<file path="src/rtl/jsb_pkg.sv">
// Shared types for the JTAG user-register SPI bridge.
package jsb_pkg;
    // Frame parser phases, in the order a frame passes through them.
    typedef enum logic [1:0] {
        ST_HUNT  = 2'd0,   // waiting for the marker bit
        ST_COUNT = 2'd1,   // loading the cycle count
        ST_XFER  = 2'd2,   // payload bits become serial clocks
        ST_DONE  = 2'd3    // count exhausted, rest of scan ignored
    } jsb_state_e;
endpackage

</file>
<file path="src/rtl/jsb_frame_parser.sv">
// Frame parser, rising-TCK domain.
// Tracks the marker, count and payload phases of one data-register scan.
// Assumes: 'active' is high only while the register is selected and
// shifting; any low cycle restarts the search for a marker.
module jsb_frame_parser
    import jsb_pkg::*;
#(
    parameter int CNT_W = 32
) (
    input  logic        tck,
    input  logic        rst_n,
    input  logic        active,
    input  logic        tdi,
    output jsb_state_e  state,
    output logic        accept_q,
    output logic        tdi_q
);
    localparam int IDX_W = $clog2(CNT_W);
    localparam logic [IDX_W-1:0] IDX_LAST = IDX_W'(CNT_W - 1);

    logic [CNT_W-1:0] remain;
    logic [IDX_W-1:0] idx;
    logic [CNT_W-1:0] cnt_next;

    // Count register with the incoming bit shifted in.
    always_comb cnt_next = {remain[CNT_W-2:0], tdi};

    // Phase sequencing, count loading and payload bit acceptance.
    always_ff @(posedge tck) begin
        if (!rst_n || !active) begin
            state    <= ST_HUNT;
            remain   <= '0;
            idx      <= '0;
            accept_q <= 1'b0;
            tdi_q    <= 1'b0;
        end else begin
            accept_q <= 1'b0;
            case (state)
                ST_HUNT: begin
                    if (tdi) begin
                        state <= ST_COUNT;
                        idx   <= '0;
                    end
                end
                ST_COUNT: begin
                    remain <= cnt_next;
                    idx    <= idx + 1'b1;
                    if (idx == IDX_LAST)
                        state <= (cnt_next == '0) ? ST_DONE : ST_XFER;
                end
                ST_XFER: begin
                    accept_q <= 1'b1;
                    tdi_q    <= tdi;
                    remain   <= remain - CNT_W'(1);
                    if (remain == CNT_W'(1))
                        state <= ST_DONE;
                end
                default: ;
            endcase
        end
    end


    // xfer_cnt_nonzero_chk: the transfer phase never runs with nothing left
    xfer_cnt_nonzero_chk: assert property (@(posedge tck) disable iff (!rst_n)
        (state == ST_XFER) |-> (remain != '0));


    // abort_hunt_chk: a cycle without shifting sends the parser back to marker search
    abort_hunt_chk: assert property (@(posedge tck) disable iff (!rst_n)
        !active |=> (state == ST_HUNT));


    // count_len_chk: the count field is exactly CNT_W bits long
    count_len_chk: assert property (@(posedge tck) disable iff (!rst_n)
        (active && state == ST_COUNT && idx == IDX_LAST)
            |=> (state == ST_XFER || state == ST_DONE));
endmodule

</file>
<file path="src/rtl/jsb_spi_phy.sv">
// Flash pin driver.
// On the falling TCK edge it updates MOSI, the chip-select hold and the
// serial clock enable. On the rising edge it samples MISO for TDO.
// Assumes: 'active' drops as soon as the scan leaves the register;
// chip select and the serial clock are gated by it combinationally.
module jsb_spi_phy
    import jsb_pkg::*;
(
    input  logic        tck,
    input  logic        rst_n,
    input  logic        active,
    input  jsb_state_e  state,
    input  logic        accept_q,
    input  logic        tdi_q,
    input  logic        spi_miso,
    output logic        spi_cs_n,
    output logic        spi_sck,
    output logic        spi_mosi,
    output logic        tdo
);
    logic cs_act;
    logic sck_en;
    logic mosi_q;
    logic tdo_q;

    // Falling edge: launch MOSI and decide whether the next TCK high is a clock.
    always_ff @(negedge tck) begin
        if (!rst_n) begin
            cs_act <= 1'b0;
            sck_en <= 1'b0;
            mosi_q <= 1'b0;
        end else if (!active) begin
            cs_act <= 1'b0;
            sck_en <= 1'b0;
        end else begin
            cs_act <= (state == ST_XFER) || accept_q;
            sck_en <= accept_q;
            if (accept_q)
                mosi_q <= tdi_q;
        end
    end

    // Rising edge: sample the flash output, one step of fixed skew to TDO.
    always_ff @(posedge tck) begin
        if (!rst_n || !active)
            tdo_q <= 1'b0;
        else
            tdo_q <= spi_miso;
    end

    // Pin drive; chip select and clock fall at once on abort or reset.
    always_comb begin
        spi_cs_n = ~(cs_act & active & rst_n);
        spi_sck  = sck_en & tck & active & rst_n;
        spi_mosi = mosi_q;
        tdo      = tdo_q;
    end


    // cs_idle_chk: chip select is never held while the parser is before the payload
    cs_idle_chk: assert property (@(posedge tck) disable iff (!rst_n)
        (state == ST_HUNT || state == ST_COUNT) |-> !cs_act);


    // done_no_clock_chk: after the count is used up no new clock is enabled
    done_no_clock_chk: assert property (@(posedge tck) disable iff (!rst_n)
        (state == ST_DONE && !accept_q) |=> !sck_en);
endmodule

</file>
<file path="src/rtl/jtag_spi_bridge.sv">
// JTAG user-register SPI bridge, top level.
// Turns one data-register scan into one chip-select-framed flash
// transaction, by parsing a marker / count / payload frame as it shifts.
// Assumes: TAP state decode (sel, capture, shift, update) comes from an
// external controller and changes on rising TCK; reset is synchronous.
module jtag_spi_bridge
    import jsb_pkg::*;
#(
    parameter int CNT_W = 32
) (
    input  logic tck,
    input  logic rst_n,
    input  logic sel,
    input  logic capture,
    input  logic shift,
    input  logic update,
    input  logic tdi,
    output logic tdo,
    output logic spi_cs_n,
    output logic spi_sck,
    output logic spi_mosi,
    input  logic spi_miso
);
    logic       active;
    jsb_state_e state;
    logic       accept_q;
    logic       tdi_q;

    // Register is live only while selected and shifting.
    always_comb active = sel & shift & ~update & ~capture;

    jsb_frame_parser #(.CNT_W(CNT_W)) u_parser (
        .tck      (tck),
        .rst_n    (rst_n),
        .active   (active),
        .tdi      (tdi),
        .state    (state),
        .accept_q (accept_q),
        .tdi_q    (tdi_q)
    );

    jsb_spi_phy u_phy (
        .tck      (tck),
        .rst_n    (rst_n),
        .active   (active),
        .state    (state),
        .accept_q (accept_q),
        .tdi_q    (tdi_q),
        .spi_miso (spi_miso),
        .spi_cs_n (spi_cs_n),
        .spi_sck  (spi_sck),
        .spi_mosi (spi_mosi),
        .tdo      (tdo)
    );
endmodule

</file>
<file path="config.mk">
export PLATFORM = sky130hd
export DESIGN_NAME = jtag_spi_bridge
export DESIGN_NICKNAME = d
export VERILOG_FILES = /design/src/rtl/jsb_pkg.sv /design/src/rtl/jsb_frame_parser.sv /design/src/rtl/jsb_spi_phy.sv /design/src/rtl/jtag_spi_bridge.sv
export SDC_FILE = /design/constraint.sdc
export NUM_CORES = 1
export LEC_CHECK = 0
export CORE_UTILIZATION = 45
export DETAILED_ROUTE_END_ITERATION = 8
export MAX_ROUTING_LAYER = met4
export PLACE_DENSITY_LB_ADDON = 0.25
export SLEW_MARGIN = 10
export SYNTH_ARGS = -nofsm -noshare
export SYNTH_HDL_FRONTEND = slang
export SYNTH_HIERARCHICAL = 1
export SYNTH_SLANG_ARGS = --single-unit
</file>
<file path="constraint.sdc">
create_clock -name tck -period 1.77 [get_ports tck]
set_input_delay 0.4425 -clock tck [delete_from_list [all_inputs] [get_ports tck]]
set_output_delay 0.4425 -clock tck [all_outputs]
set_load 0.02 [all_outputs]
</file>
==> impl_metrics.csv <==
group,metric,value,unit
floorplanning,start_util,46.85,%
critical_path,regToRegStartpoint,"u_parser/remain[22]",
layout,layout-drive-gt1-share,31.26,%
logic_synthesis,synth_seq_cells,45,
grt,grt_overflow,0,
min_path,min_from,"u_phy/spi_mosi",
logic_synthesis,synth_edf_count,0,
timing,finalSetupViolations,9,
layout,final_common_cell,"buf_4",
logic_synthesis,syn_nets,359,
logic_synthesis,synth_cell_types,56,
layout,fin_area,0.003794,mm²
routing,routedWlPerCell,16.20,µm
routing,drc,0,
min_path,whs_endpoint,"u_phy/spi_mosi",
critical_path,reg2reg_to,"u_parser/remain[29]",
min_path,hold_path_class,"reg2reg",
critical_path,cpMaxStageDelayCell,"dfxtp_1",
min_path,hold_depth,2,
critical_path,cp-end-kind,"output port",
grt,track_usage,25.97,%
placed_design,hpwl,5.266,mm
layout,final_cells,494,
pwr,p_per_area,519.0,mW/mm²
routing,ant_nets,0,
pwr,p_leak,0.001562,µW
timing,slew_violations,0,
logic_synthesis,netlist_area,0.002774,mm²
timing,clock_skew,0.07738,ns
critical_path,crit_path_start_kind,"register",
placed_design,dp.cells,475,
routing,drt_iter0_markers,286,
floorplanning,core,0.005921,mm²
timing,finalHoldViolations,0,
grt,grt_pass1_vias,2721,
timing,max_slew_margin,63.41,%
layout,layout_common_cells,"buf_4 (64), dfxtp_1 (37), nor2_1 (35)",
critical_path,rr_worst_depth,6,
clocking,clock_latency,0.49,ns
timing,rsz0062_at_grt,"yes",
placed_design,placed_cell_area,0.003396,mm²
critical_path,crit_family,"flip-flops",
critical_path,worst-endpoint-arrival,1.94,ns
clocking,ctsHoldBuffers,0,
routing,vias,2937,
placed_design,gp_congestion,0.8820,
layout,area_growth,36.76,%
logic_synthesis,synth_flop_cell,"dfxtp_1",
pwr,vdd_drop_max,324.3,µV
timing,fin_ws,-0.6143,ns
clocking,clkTransAtPathRegs,0.04,ns
critical_path,path_cells,"nand2_1 -> nor2_2 -> buf_6",
floorplanning,fp-row-count,28,
outcome,violations,"setup timing",
placed_design,portBuffers,11,
layout,layout.nets,434,
routing,wirelength,8.004,mm
critical_path,critPathRequiredTime,1.33,ns
critical_path,cp_max_fo,1,
flow_run,cap_violations,0,
floorplanning,fp.dieH,80.51,µm
logic_synthesis,synth-async-reset-ratio,0,%
placed_design,place_ws,-0.6689,ns
floorplanning,io_pins,12,
grt,grt_pass1_wl,12.53,mm
critical_path,r2r_slack,-0.12,ns
timing,hold_ws,0.4800,ns
logic_synthesis,synthCells,343,
layout,diodes,0,
grt,grt_max_degree,46,
clocking,cts_tree,"yes",
logic_synthesis,avgSynthCellArea,8.087,µm²
grt,antenna_found_initial,0,
critical_path,slowest_delay,0.30,ns
floorplanning,die_w,80.51,µm
logic_synthesis,yosys_warnings,6,
floorplanning,die_area,0.006482,mm²
logic_synthesis,ys_seq_area_share,32.48,%
critical_path,path_class,"reg2out",
timing,worst_pin_slew,0.5431,ns
routing,via_per_inst,5.945,
outcome,status,"finished, violations left",
routing,first_pass_iters,5,
critical_path,cp.buffers_inverters,1,
## per-layer routing
metal,track usage (%),wire (µm),up-vias
li1,-,-,1431
met1,30.90,3505,1384
met2,41.95,3867,106
met3,6.591,518,16
met4,10.00,112,0
met5,-,0,-
## layout make-up
cell class	count	area [µm²]
multi-input combinational	259	1851
clock inverter	6	35.03
sequential	45	913.4
fill	500	2127
tap	75	93.84
inverter	16	61.31
timing repair buffer	84	718.2
clock buffer	9	121.4
## report_power, final
group / total, µW / internal, µW / switching [µW] / leakage, µW
clock: 888 / 437 / 452 / 0.0000928
combinational: 68.9 / 34.7 / 34.1 / 0.00110
sequential: 1010 / 1010 / 0.372 / 0.000367
## worst min-delay path, delay by kind of cell (launching register included)
kind / cells / cell delay (ns)
multiplexers: 1 / 0.06
AND/OR/NAND/NOR: 1 / 0.06
flip-flops: 1 / 0.31
## what timing repair did
| action | in CTS | in global routing |
|---|---|---|
| resized for setup | 39 | 33 |
| setup endpoints to repair | 23 | 24 |
| endpoints found under the hold margin | 0 | 0 |
| setup buffers | 2 | 3 |
| pin swaps | 10 | 9 |
| gates cloned | 0 | 1 |
## cell families after synthesis
logic type      share of synthesized area, %
simple gates                           26.57
compound gates                         26.03
flops                                  32.48
buf+inv                                6.224
mux                                    5.097
fa+ha+maj                              3.609
## state kept, by name, summed over array words and instances (netlist names)
register / flops
u_parser/remain: 32
u_parser/idx: 5
u_parser/state: 2
u_parser/accept_q: 1
u_parser/tdi_q: 1
u_phy/cs_act: 1
u_phy/sck_en: 1
u_phy/spi_mosi: 1
u_phy/tdo: 1
## synth_stat cells (4+ instances only)
library cell,number,area share (%)
nor4_1,4,0.90
a22oi_1,10,2.7
o2bb2ai_1,4,1.3
a21oi_1,20,3.6
dfxtp_1,45,32
o22ai_1,4,0.90
o211ai_1,4,1.1
and3_1,5,1.1
mux2i_1,13,4.7
buf_1,4,0.54
nor3_1,10,1.8
a31oi_1,5,1.1
nor3_2,4,1.4
o31ai_1,8,2.2
inv_1,16,2.2
a211o_1,6,1.9
a32o_1,4,1.4
nor2_1,38,5.1
nand3_1,8,1.4
o21ai_1,5,0.90
or3_1,6,1.4
nand2_1,30,4.1
o21ai_0,17,3.1
clkbuf_1,12,1.6
ha_1,8,3.6
## worst max path at each step
stage,start,endpoint,slack (ns),cells past startpoint
2_1_floorplan,update,u_phy/spi_mosi,-0.17,3
3_3_place_gp,update,spi_sck,-0.66,5
3_5_place_dp,update,spi_sck,-0.67,5
4_1_cts,u_phy/sck_en,spi_sck,-0.62,3
5_1_grt,u_phy/sck_en,spi_sck,-0.70,3
6_report,u_phy/sck_en,spi_sck,-0.61,3
## through the flow
stage / power, µW / setup TNS [ns] / util [%]
after floorplan: 1079 / -0.5403 / -
after global placement: 1115 / -8.346 / 57.35
after detailed placement: 1116 / -8.575 / 57.35
after CTS: 1980 / -1.879 / 61.03
after global routing: 2046 / -2.590 / 64.07
final: 1969 / -2.023 / 64.07
Note: power is estimated with default switching activity, not from simulation.
